`src/rtl/pf_pkg.sv`:
```
package pf_pkg;

  // Strobes from the control to the datapath for one demand.
  typedef struct packed {
    logic alloc;   // claim the victim tracker for a new instruction address
    logic update;  // write last line, stride and confidence of the hit tracker
    logic issue;   // a projected line is proposed this cycle
  } pfStrobe_t;

  // How a demand relates to its tracker.
  typedef enum logic [2:0] {
    DC_IDLE,
    DC_ALLOC,
    DC_HOLD,
    DC_RESTART,
    DC_SEED,
    DC_MATCH,
    DC_BREAK
  } deltaClass_e;

endpackage

```
`src/rtl/pf_ctrl.sv`:
```
module pf_ctrl
  import pf_pkg::*;
#(
  parameter int LINE_W     = 26,
  parameter int STRIDE_W   = 8,
  parameter int CONF_W     = 2,
  parameter int ISSUE_CONF = 2
) (
  input  logic                       dmdValid,
  input  logic [LINE_W-1:0]          dmdLine,
  input  logic                       tagHit,
  input  logic [LINE_W-1:0]          entLast,
  input  logic signed [STRIDE_W-1:0] entStride,
  input  logic [CONF_W-1:0]          entConf,
  output pfStrobe_t                  strobe,
  output logic signed [STRIDE_W-1:0] newStride,
  output logic [CONF_W-1:0]          newConf,
  output logic [LINE_W-1:0]          issueLine
);

  localparam int CONF_MAX = (1 << CONF_W) - 1;
  localparam int EXT_W    = LINE_W - STRIDE_W;

  logic [LINE_W-1:0]          delta;
  logic                       fits;
  logic signed [STRIDE_W-1:0] dNarrow;
  logic signed [STRIDE_W:0]   diff;
  logic                       sameSign;
  logic                       close;
  deltaClass_e                cls;

  assign delta    = dmdLine - entLast;
  assign fits     = (&delta[LINE_W-1:STRIDE_W-1]) | ~(|delta[LINE_W-1:STRIDE_W-1]);
  assign dNarrow  = delta[STRIDE_W-1:0];
  assign diff     = {dNarrow[STRIDE_W-1], dNarrow} - {entStride[STRIDE_W-1], entStride};
  assign sameSign = dNarrow[STRIDE_W-1] == entStride[STRIDE_W-1];
  assign close    = (diff == 0) || (diff == 1) || (diff == -1);

  always_comb begin
    if (!dmdValid)                      cls = DC_IDLE;
    else if (!tagHit)                   cls = DC_ALLOC;
    else if (delta == '0)               cls = DC_HOLD;
    else if (!fits)                     cls = DC_RESTART;
    else if (entStride == '0)           cls = DC_SEED;
    else if (sameSign && close)         cls = DC_MATCH;
    else                                cls = DC_BREAK;
  end

  always_comb begin
    newStride = dNarrow;
    newConf   = '0;
    unique case (cls)
      DC_SEED:    newConf = CONF_W'(1);
      DC_MATCH:   newConf = (entConf == CONF_W'(CONF_MAX)) ? entConf : entConf + 1'b1;
      DC_RESTART: newStride = '0;
      default:    newConf = '0;
    endcase
  end

  assign issueLine = dmdLine + ({{EXT_W{newStride[STRIDE_W-1]}}, newStride} << 1);

  always_comb begin
    strobe.alloc  = cls == DC_ALLOC;
    strobe.update = (cls == DC_RESTART) || (cls == DC_SEED) ||
                    (cls == DC_MATCH)   || (cls == DC_BREAK);
    strobe.issue  = (cls == DC_MATCH) && (newConf >= CONF_W'(ISSUE_CONF));
  end

endmodule

```
`src/rtl/pf_datapath.sv`:
```
module pf_datapath
  import pf_pkg::*;
#(
  parameter int LINE_W      = 26,
  parameter int PC_W        = 12,
  parameter int STRIDE_W    = 8,
  parameter int CONF_W      = 2,
  parameter int NUM_STREAMS = 8,
  parameter int BUF_DEPTH   = 16
) (
  input  logic                       clk,
  input  logic                       rstN,
  input  logic                       dmdValid,
  input  logic [LINE_W-1:0]          dmdLine,
  input  logic [PC_W-1:0]            dmdPc,
  output logic                       tagHit,
  output logic [LINE_W-1:0]          entLast,
  output logic signed [STRIDE_W-1:0] entStride,
  output logic [CONF_W-1:0]          entConf,
  input  pfStrobe_t                  strobe,
  input  logic signed [STRIDE_W-1:0] newStride,
  input  logic [CONF_W-1:0]          newConf,
  input  logic [LINE_W-1:0]          issueLine,
  output logic                       pfValid,
  input  logic                       pfReady,
  output logic [LINE_W-1:0]          pfLine,
  output logic                       bufHit
);

  localparam int IDX_W = $clog2(NUM_STREAMS);
  localparam int PTR_W = $clog2(BUF_DEPTH);

  // Stream tracker table
  logic [NUM_STREAMS-1:0]     stValid;
  logic [PC_W-1:0]            stPc     [NUM_STREAMS];
  logic [LINE_W-1:0]          stLast   [NUM_STREAMS];
  logic signed [STRIDE_W-1:0] stStride [NUM_STREAMS];
  logic [CONF_W-1:0]          stConf   [NUM_STREAMS];
  logic [IDX_W-1:0]           stAge    [NUM_STREAMS];

  // Prefetch buffer: tags only
  logic [LINE_W-1:0]    bufTag [BUF_DEPTH];
  logic [BUF_DEPTH-1:0] bufVld;
  logic [PTR_W-1:0]     wrPtr;

  logic [NUM_STREAMS-1:0] pcMatch;
  logic [BUF_DEPTH-1:0]   dmdMatch;
  logic [BUF_DEPTH-1:0]   candMatch;
  logic [IDX_W-1:0]       hitIdx, victimIdx, selIdx, selAge;
  logic                   loadPf;

  for (genvar i = 0; i < NUM_STREAMS; i++) begin : g_tag
    assign pcMatch[i] = stValid[i] && (stPc[i] == dmdPc);
  end

  for (genvar j = 0; j < BUF_DEPTH; j++) begin : g_buf
    assign dmdMatch[j]  = bufVld[j] && (bufTag[j] == dmdLine);
    assign candMatch[j] = bufVld[j] && (bufTag[j] == issueLine);
  end

  always_comb begin
    hitIdx    = '0;
    victimIdx = '0;
    for (int i = 0; i < NUM_STREAMS; i++) begin
      if (pcMatch[i]) hitIdx = IDX_W'(i);
      if (stAge[i] == IDX_W'(NUM_STREAMS - 1)) victimIdx = IDX_W'(i);
    end
  end

  assign tagHit    = |pcMatch;
  assign selIdx    = tagHit ? hitIdx : victimIdx;
  assign selAge    = stAge[selIdx];
  assign entLast   = stLast[hitIdx];
  assign entStride = stStride[hitIdx];
  assign entConf   = stConf[hitIdx];

  assign loadPf = strobe.issue && !(|candMatch) &&
                  !(pfValid && (pfLine == issueLine)) &&
                  (!pfValid || pfReady);

  always_ff @(posedge clk or negedge rstN) begin
    if (!rstN) begin
      for (int i = 0; i < NUM_STREAMS; i++) begin
        stPc[i]     <= '0;
        stLast[i]   <= '0;
        stStride[i] <= '0;
        stConf[i]   <= '0;
        stAge[i]    <= IDX_W'(i);
      end
      for (int j = 0; j < BUF_DEPTH; j++) bufTag[j] <= '0;
      stValid <= '0;
      bufVld  <= '0;
      wrPtr   <= '0;
      pfValid <= 1'b0;
      pfLine  <= '0;
      bufHit  <= 1'b0;
    end else begin
      bufHit <= dmdValid && (|dmdMatch);
      if (dmdValid) begin
        for (int i = 0; i < NUM_STREAMS; i++) begin
          if (IDX_W'(i) == selIdx)  stAge[i] <= '0;
          else if (stAge[i] < selAge) stAge[i] <= stAge[i] + 1'b1;
        end
        bufVld <= bufVld & ~dmdMatch;
      end
      if (strobe.alloc) begin
        stValid[selIdx]  <= 1'b1;
        stPc[selIdx]     <= dmdPc;
        stLast[selIdx]   <= dmdLine;
        stStride[selIdx] <= '0;
        stConf[selIdx]   <= '0;
      end
      if (strobe.update) begin
        stLast[selIdx]   <= dmdLine;
        stStride[selIdx] <= newStride;
        stConf[selIdx]   <= newConf;
      end
      if (pfValid && pfReady) begin
        bufTag[wrPtr] <= pfLine;
        bufVld[wrPtr] <= 1'b1;
        wrPtr <= (wrPtr == PTR_W'(BUF_DEPTH - 1)) ? '0 : wrPtr + 1'b1;
      end
      if (loadPf) begin
        pfValid <= 1'b1;
        pfLine  <= issueLine;
      end else if (pfReady) begin
        pfValid <= 1'b0;
      end
    end
  end

endmodule

```
`src/rtl/pf_stream_prefetch.sv`:
```
module pf_stream_prefetch
  import pf_pkg::*;
#(
  parameter int LINE_W      = 26,
  parameter int PC_W        = 12,
  parameter int STRIDE_W    = 8,
  parameter int CONF_W      = 2,
  parameter int ISSUE_CONF  = 2,
  parameter int NUM_STREAMS = 8,
  parameter int BUF_DEPTH   = 16
) (
  input  logic              clk,
  input  logic              rstN,
  input  logic              dmdValid,
  input  logic [LINE_W-1:0] dmdLine,
  input  logic [PC_W-1:0]   dmdPc,
  output logic              pfValid,
  input  logic              pfReady,
  output logic [LINE_W-1:0] pfLine,
  output logic              bufHit
);

  pfStrobe_t                  strobe;
  logic                       tagHit;
  logic [LINE_W-1:0]          entLast;
  logic signed [STRIDE_W-1:0] entStride;
  logic [CONF_W-1:0]          entConf;
  logic signed [STRIDE_W-1:0] newStride;
  logic [CONF_W-1:0]          newConf;
  logic [LINE_W-1:0]          issueLine;

  pf_ctrl #(
    .LINE_W(LINE_W), .STRIDE_W(STRIDE_W), .CONF_W(CONF_W), .ISSUE_CONF(ISSUE_CONF)
  ) u_ctrl (
    .dmdValid(dmdValid), .dmdLine(dmdLine), .tagHit(tagHit),
    .entLast(entLast), .entStride(entStride), .entConf(entConf),
    .strobe(strobe), .newStride(newStride), .newConf(newConf), .issueLine(issueLine)
  );

  pf_datapath #(
    .LINE_W(LINE_W), .PC_W(PC_W), .STRIDE_W(STRIDE_W), .CONF_W(CONF_W),
    .NUM_STREAMS(NUM_STREAMS), .BUF_DEPTH(BUF_DEPTH)
  ) u_dp (
    .clk(clk), .rstN(rstN), .dmdValid(dmdValid), .dmdLine(dmdLine), .dmdPc(dmdPc),
    .tagHit(tagHit), .entLast(entLast), .entStride(entStride), .entConf(entConf),
    .strobe(strobe), .newStride(newStride), .newConf(newConf), .issueLine(issueLine),
    .pfValid(pfValid), .pfReady(pfReady), .pfLine(pfLine), .bufHit(bufHit)
  );

endmodule

```
`config.mk`:
```
export PLATFORM = sky130hd
export DESIGN_NAME = pf_stream_prefetch
export DESIGN_NICKNAME = d
export VERILOG_FILES = /design/src/rtl/pf_pkg.sv /design/src/rtl/pf_ctrl.sv /design/src/rtl/pf_datapath.sv /design/src/rtl/pf_stream_prefetch.sv
export SDC_FILE = /design/constraint.sdc
export NUM_CORES = 2
export LEC_CHECK = 0
export BUFFER_PORTS_ARGS = -buffer_cell sky130_fd_sc_hd__buf_2
export CORE_ASPECT_RATIO = 0.75
export CORE_UTILIZATION = 35
export DETAILED_ROUTE_END_ITERATION = 16
export SETUP_SLACK_MARGIN = 0.2
export SLEW_MARGIN = 5
export SYNTH_ARGS = -nofsm -noshare
export SYNTH_HDL_FRONTEND = slang
export SYNTH_SLANG_ARGS = --single-unit
export TNS_END_PERCENT = 50
```
`constraint.sdc`:
```
create_clock -name clk -period 13.57 [get_ports clk]
set_clock_uncertainty 0.1 [all_clocks]
set_input_delay 4.071 -clock clk [delete_from_list [all_inputs] [get_ports clk]]
set_output_delay 4.071 -clock clk [all_outputs]
set_load 0.02 [all_outputs]
```
; Word level (Yosys, flattened, before mapping)
; Index checks and enable logic that the tools add are counted.
[classes]
addsub = 13
n_lt_le_gt_ge = 18
n_eq_ne = 65
muxes = 83
n_bitwise = 13
reduce_logical = 87
[ops]
columns = operator, n
row1 = $eq 26x26->1, 33
row2 = $bwmux 208, 2
row3 = $bwmux 416, 1
row4 = $mux 208, 2
row5 = $mux 64, 2
row6 = $demux 26 s4, 1
row7 = $mux 26, 4
row8 = $mux 3, 34
row9 = $bwmux 96, 1
row10 = $eq 12x12->1, 8
row11 = $bmux 26 s3, 1
row12 = $demux 26 s3, 1
row13 = $and 64x64->64, 1
row14 = $bwmux 64, 1
row15 = $mux 16, 4
row16 = $not 64->64, 1
row17 = $logic_and 1x1->1, 52
row18 = $demux 12 s3, 1
row19 = $and 16x16->16, 2
row20 = $logic_not 32->1, 1
row21 = $mux 8, 4
row22 = $not 16->16, 2
row23 = $reduce_or 16->1, 2
row24 = $eq 3x3->1 const B, 10
row25 = other kinds (55), 108
[totals]
ff_bits = 880
input_bits = 42
output_inout_bits = 28
wordCells = 341

; Longest topological paths before layout
[logic_depth]
word_depth = 36
mapped_depth = 51
depth_no_buf = 40

; Hierarchy
; From an unflattened synthesis, not the netlist that was laid out.
[hier_totals]
cells_unflattened = 4517
area_unflattened_um2 = 51390.5
[by_module_without_submodules]
columns = mod, n_inst, cells_per_inst, area_each_um2, seq_area_each_um2
row1 = pf_datapath, 1, 4039, 48016.1, 22036.1
row2 = pf_ctrl, 1, 478, 3374.5, 0.0

; Worst setup path after synthesis
; Ideal clock, no wire load.
[synth_timing]
kind = input port to flip-flop
start = input port dmdPc[8]
end = register u_dp.pfLine[10]
setup_time_ns = 0.125
arrival_ns = 14.530
required_time_ns = 13.345
path_slack_ns = -1.185
stages = 48
path_buffers = 11
cell_sequence = buf_2 -> xnor2_1 -> nand4_1 -> or4_1 -> a211oi_1 -> o21ba_1 -> buf_4 -> buf_1 -> clkbuf_1 -> clkbuf_1 -> buf_1 -> nand2_1 -> nand3_1 -> a31oi_1 -> ha_1 -> a21o_1 -> a21oi_2 -> nand2_1 -> [... 12 more ...] -> inv_1 -> ha_1 -> fa_1 -> xor2_1 -> clkbuf_1 -> xnor2_1 -> o2111ai_1 -> nor4b_1 -> o211ai_1 -> nor4_1 -> nand4_1 -> or4_1 -> o211ai_1 -> nor4b_1 -> o2111a_1 -> buf_6 -> buf_6 -> mux2_4
[synth_via]
elab_chain_len = 35
elab_cells_between_ends = 106
cone_classes = add/sub (4) / order compare (1) / eq/ne (32) / mux (25) / bitwise (3) / reduce/logical (41)
[synth_lines]
columns = item, line
row1 = from (decl), pf_stream_prefetch.sv:16  ; input logic [PC_W-1:0] dmdPc,
row2 = $eq 12x12->1, pf_datapath.sv:53  ; assign pcMatch[i] = stValid[i] && (stPc[i] == dmdPc);
row3 = $logic_and 1x1->1, pf_datapath.sv:53
row4 = $mux 1, pf_datapath.sv:65  ; if (pcMatch[i]) hitIdx = IDX_W'(i);
row5 = $mux 3 (6 in a row), pf_datapath.sv:65
row6 = $not 3->4 (implied by the code), "pf_datapath.sv:73, pf_datapath.sv:74, pf_datapath.sv:75"
row7 = $bmux 26 s3, pf_datapath.sv:73  ; assign entLast = stLast[hitIdx];
row8 = $mux 26 (implied by the code) (2 in a row), pf_datapath.sv:73
row9 = $sub 26x26->26, pf_ctrl.sv:32  ; assign delta = dmdLine - entLast;
row10 = [... 12 more ...], --
row11 = $mux 8, pf_ctrl.sv:52  ; unique case (cls)
row12 = $add 26x26->26, pf_ctrl.sv:60  ; assign issueLine = dmdLine + ({{EXT_W{newStride[STRIDE_W-1]}}, newStride} << 1);
row13 = $eq 26x26->1, pf_datapath.sv:58  ; assign candMatch[j] = bufVld[j] && (bufTag[j] == issueLine);
row14 = $logic_and 1x1->1, pf_datapath.sv:58
row15 = $reduce_or 16->1, pf_datapath.sv:77  ; assign loadPf = strobe.issue && !(|candMatch) &&
row16 = $logic_not 1->1, pf_datapath.sv:77
row17 = $logic_and 1x1->1 (2 in a row), pf_datapath.sv:77
row18 = $logic_and 1x1->1, pf_datapath.sv:78  ; !(pfValid && (pfLine == issueLine)) &&
row19 = to (signal assigned), pf_datapath.sv:125  ; pfLine <= issueLine;
row20 = to (decl), pf_datapath.sv:26  ; output logic [LINE_W-1:0] pfLine,
; Parallel ways exist; a longest one is shown, timed or not. The select of a mux whose other input is x is not followed.
; A chain may end at the register's enable or synchronous reset.

; Final worst setup path
[layout_timing]
start = input port dmdPc[10]
end = register u_dp.pfLine[2]
; The elaborated chain is that of the path after synthesis.

==> metrics <==
post-synthesis register bit count 880; maximum clock rate between 70 and 80 MHz; most frequent CP cell buf_4; Lkg Pwr between 30 and 40 nW; failing checks negative setup slack; CTS Hold Bufs 0; Final Cycle Share 101%; met3 GRT Util 11.4%; routed len/inst between 30 and 40 um; Post-Route WL about 260000 um; Area contributors post-synth dfrtp_1, mux2_2, xnor2_1, xor2_1, nand2_1; Post-Place Worst Slack -2320 ps; Core ar. ~0.16 sq mm; fin nets just over 6000; Unique masters post-synth approximately 110; cells after synthesis approximately 5300; arrival time worst endpoint between 10000 and 15000 ps; clock sink total between 800 and 900; setup violators final 26; Pins Over Slew Limit 0; H-tree depth 3; Storage cell area 0.0220 sq mm; CTS Buf Count 97; critical path type input port to flip-flop; Congestion Overflow GR 0; busiest grt layer met1; Final Power roughly 11 mW; Slew @ Worst Pin approximately 1300 ps; R2R Setup Slk approximately 2800 ps; Vert. Die Dim about 350 um; DRT iter0 DRCs between 6000 and 7000; DRC viols 0; P&R area growth vs syn 27.6%; GPL Wtd Cong roughly 1.1; Worst Slack Setup Final -197 ps; Post-synth EDFFs 0; CTS tree done; Slew HR around a tenth; GR Util met1 46.4%; vias in the first global route 46100; Rows 125; # IOs 70; Synth warnings 0; cell taking the most area after synthesis dfrtp_1; chip width approximately 460 um; multi-input logic area 0.0332 sq mm; sum of negative setup slack -3330 ps; Reg power frac between 20% and 30%; placed cell count between 7000 and 8000; global-route wire length before repair about 360000 um; CP Capture Type flip-flop; syn_area_per_cell roughly 10 sq um; endpoint required time on the critical path ~14000 ps; Crit Path Max Fanout 11; initial antenna violation count 21; Die Footprint ~0.16 sq mm; count leader, synth dfrtp_1; All-Layer GR Usage a little under a third; Fin Hold WS around 370 ps; maximum VDD drop approximately 0.11 mV; share of layout cells above drive strength 1 a little over a third; endpoints failing hold 0; Final HPWL DP around 180000 um; GRT met2 Usage roughly two fifths; FF-to-FF path depth 47; outcome finished, violations left; Power Internal around 6.6 mW; syn_nets approximately 5500; fin crit period around 14000 ps; Fillers between 10000 and 15000; worst skew pair latency 770 ps; non-filler cells, final between 8000 and 9000; slowest stage cell on the critical path nor4_4; First-pass DRT Iterations 7; combinational share of power 50.2%; Switching Share 39.9%; Initial Util a little over a third; crit-path max cell delay 550 ps; hold depth 1; pwr dens 156 mW/mm^2; clk buf depth 3; Clk pwr share about a quarter; Routed Antenna Nets 0; max cap viols 0; sequential share of the synthesized area 40.0%; Startpoint Class input port; maximum number of pins on one net before global-route repair 171; Synth top cells by count dfrtp_1, mux2_2, xnor2_1; Hold Crit Class flip-flop to flip-flop; IO Port Bufs a little under 70; vias per inst between 5 and 6; unrepaired setup endpoints after global routing yes; Switch Pwr ~4.4 mW; FFs w/ async S/R, synth 100%; synthesized area about 0.055 sq mm; Clk pin slew, worst setup/hold paths around 60 ps; via count approximately 50000; Synth top area share approximately 40%; Post-synth top flop dfrtp_1; root buf cell clkbuf_16
==> worst paths after layout <==
path                                      start          endpoint
worst max-delay path                  dmdPc[10]    u_dp.pfLine[2]
worst min-delay path            u_dp.stValid[6]   u_dp.stValid[6]
worst max register to register    u_dp.stPc[35]    u_dp.pfLine[2]
worst min register to register  u_dp.stValid[6]   u_dp.stValid[6]
max in group asynchronous                  rstN  u_dp.bufTag[383]
min in group asynchronous                  rstN  u_dp.bufTag[264]
==> through the flow <==
step | cell area, sq um | util, %
2_1_floorplan | 55700 | -
6_report | 70300 | 45.2
3_5_place_dp | 64000 | 41.2
4_1_cts | 69200 | 44.5
5_1_grt | 70200 | 45.2
3_3_place_gp | 64000 | 41.2
==> kinds of logic (layout without fill, tap and decap cells) <==
family          count (synthesis)  count (layout)  share of synthesized area (%)
flops                         880             880                           40.0
simple gates                 1397            1397                           12.8
xor+xnor                      932             932                           16.2
mux                           767             767                           15.6
compound gates                764             764                           9.52
other cells                     0               7                              0
buf+inv                       494            1289                           3.63
fa+ha+maj                      95              95                           2.20
==> layout make-up <==
| type | instances | area share, % |
|---|---|---|
| inverter | 83 | 0.461 |
| sequential | 880 | 31.4 |
| antenna | 7 | 0.0249 |
| timing repair buffer | 1028 | 12.6 |
| tap | 2095 | 3.73 |
| multi-input combinational | 3955 | 47.2 |
| clock inverter | 41 | 0.775 |
| timing repair inverter | 1 | 0.0125 |
| clock buffer | 136 | 3.86 |
==> metal layers <==
layer / vias up / wire length [um]
met3: 543 / 34600
met5: - / 54
met1: 24900 / 112000
li1: 20400 / -
met2: 2948 / 96800
met4: 8 / 11500
==> what timing repair did <==
| action | CTS | global route |
|---|---|---|
| cloned | 5 | 0 |
| endpoints found under the setup margin | 27 | 27 |
| resized for setup | 250 | 117 |
| buffers inserted | 74 | 40 |
| endpoints found under the hold margin | 0 | 0 |
| pin swaps | 98 | 86 |
==> power by group through the flow <==
stage | registers [mW] | clock network, mW | logic, mW
2_1_floorplan | 2.70 | 0 | 2.14
3_3_place_gp | 2.70 | 0 | 4.72
3_5_place_dp | 2.70 | 0 | 4.71
4_1_cts | 2.65 | 2.83 | 5.09
5_1_grt | 2.65 | 2.93 | 5.56
6_report | 2.65 | 2.80 | 5.48
==> worst max-delay path, delay by kind of cell <==
family	cells	cell delay, ps
adder cells (fa/ha/maj)	2	610
XOR/XNOR	3	540
AO/OA/AOI/OAI	10	2290
buffers and inverters	19	2980
multiplexers	1	300
AND/OR/NAND/NOR	15	3360
==> cells in the final DEF (no fill, tap or decap), types with 45 or more instances in the layout <==
cell       Yosys  routed
and3_1        50      46
clkbuf_16      0      97
o21ai_0      236     223
dfrtp_1      868     868
nor2_1       131     109
xor2_1       365     360
a21oi_1       93      81
ha_1          92      81
xnor3_1       50      50
nand4_1      115     115
nor3_1        73      65
buf_2         77      56
mux2i_1       74      71
inv_1         81      79
mux2_2       674     672
buf_4          7     841
xnor2_1      512     478
buf_6          2      45
nand3_1      212     203
nor4_1       137      98
buf_12         0      74
nand2_1      467     461
Note: power is estimated with default switching activity, not from simulation.
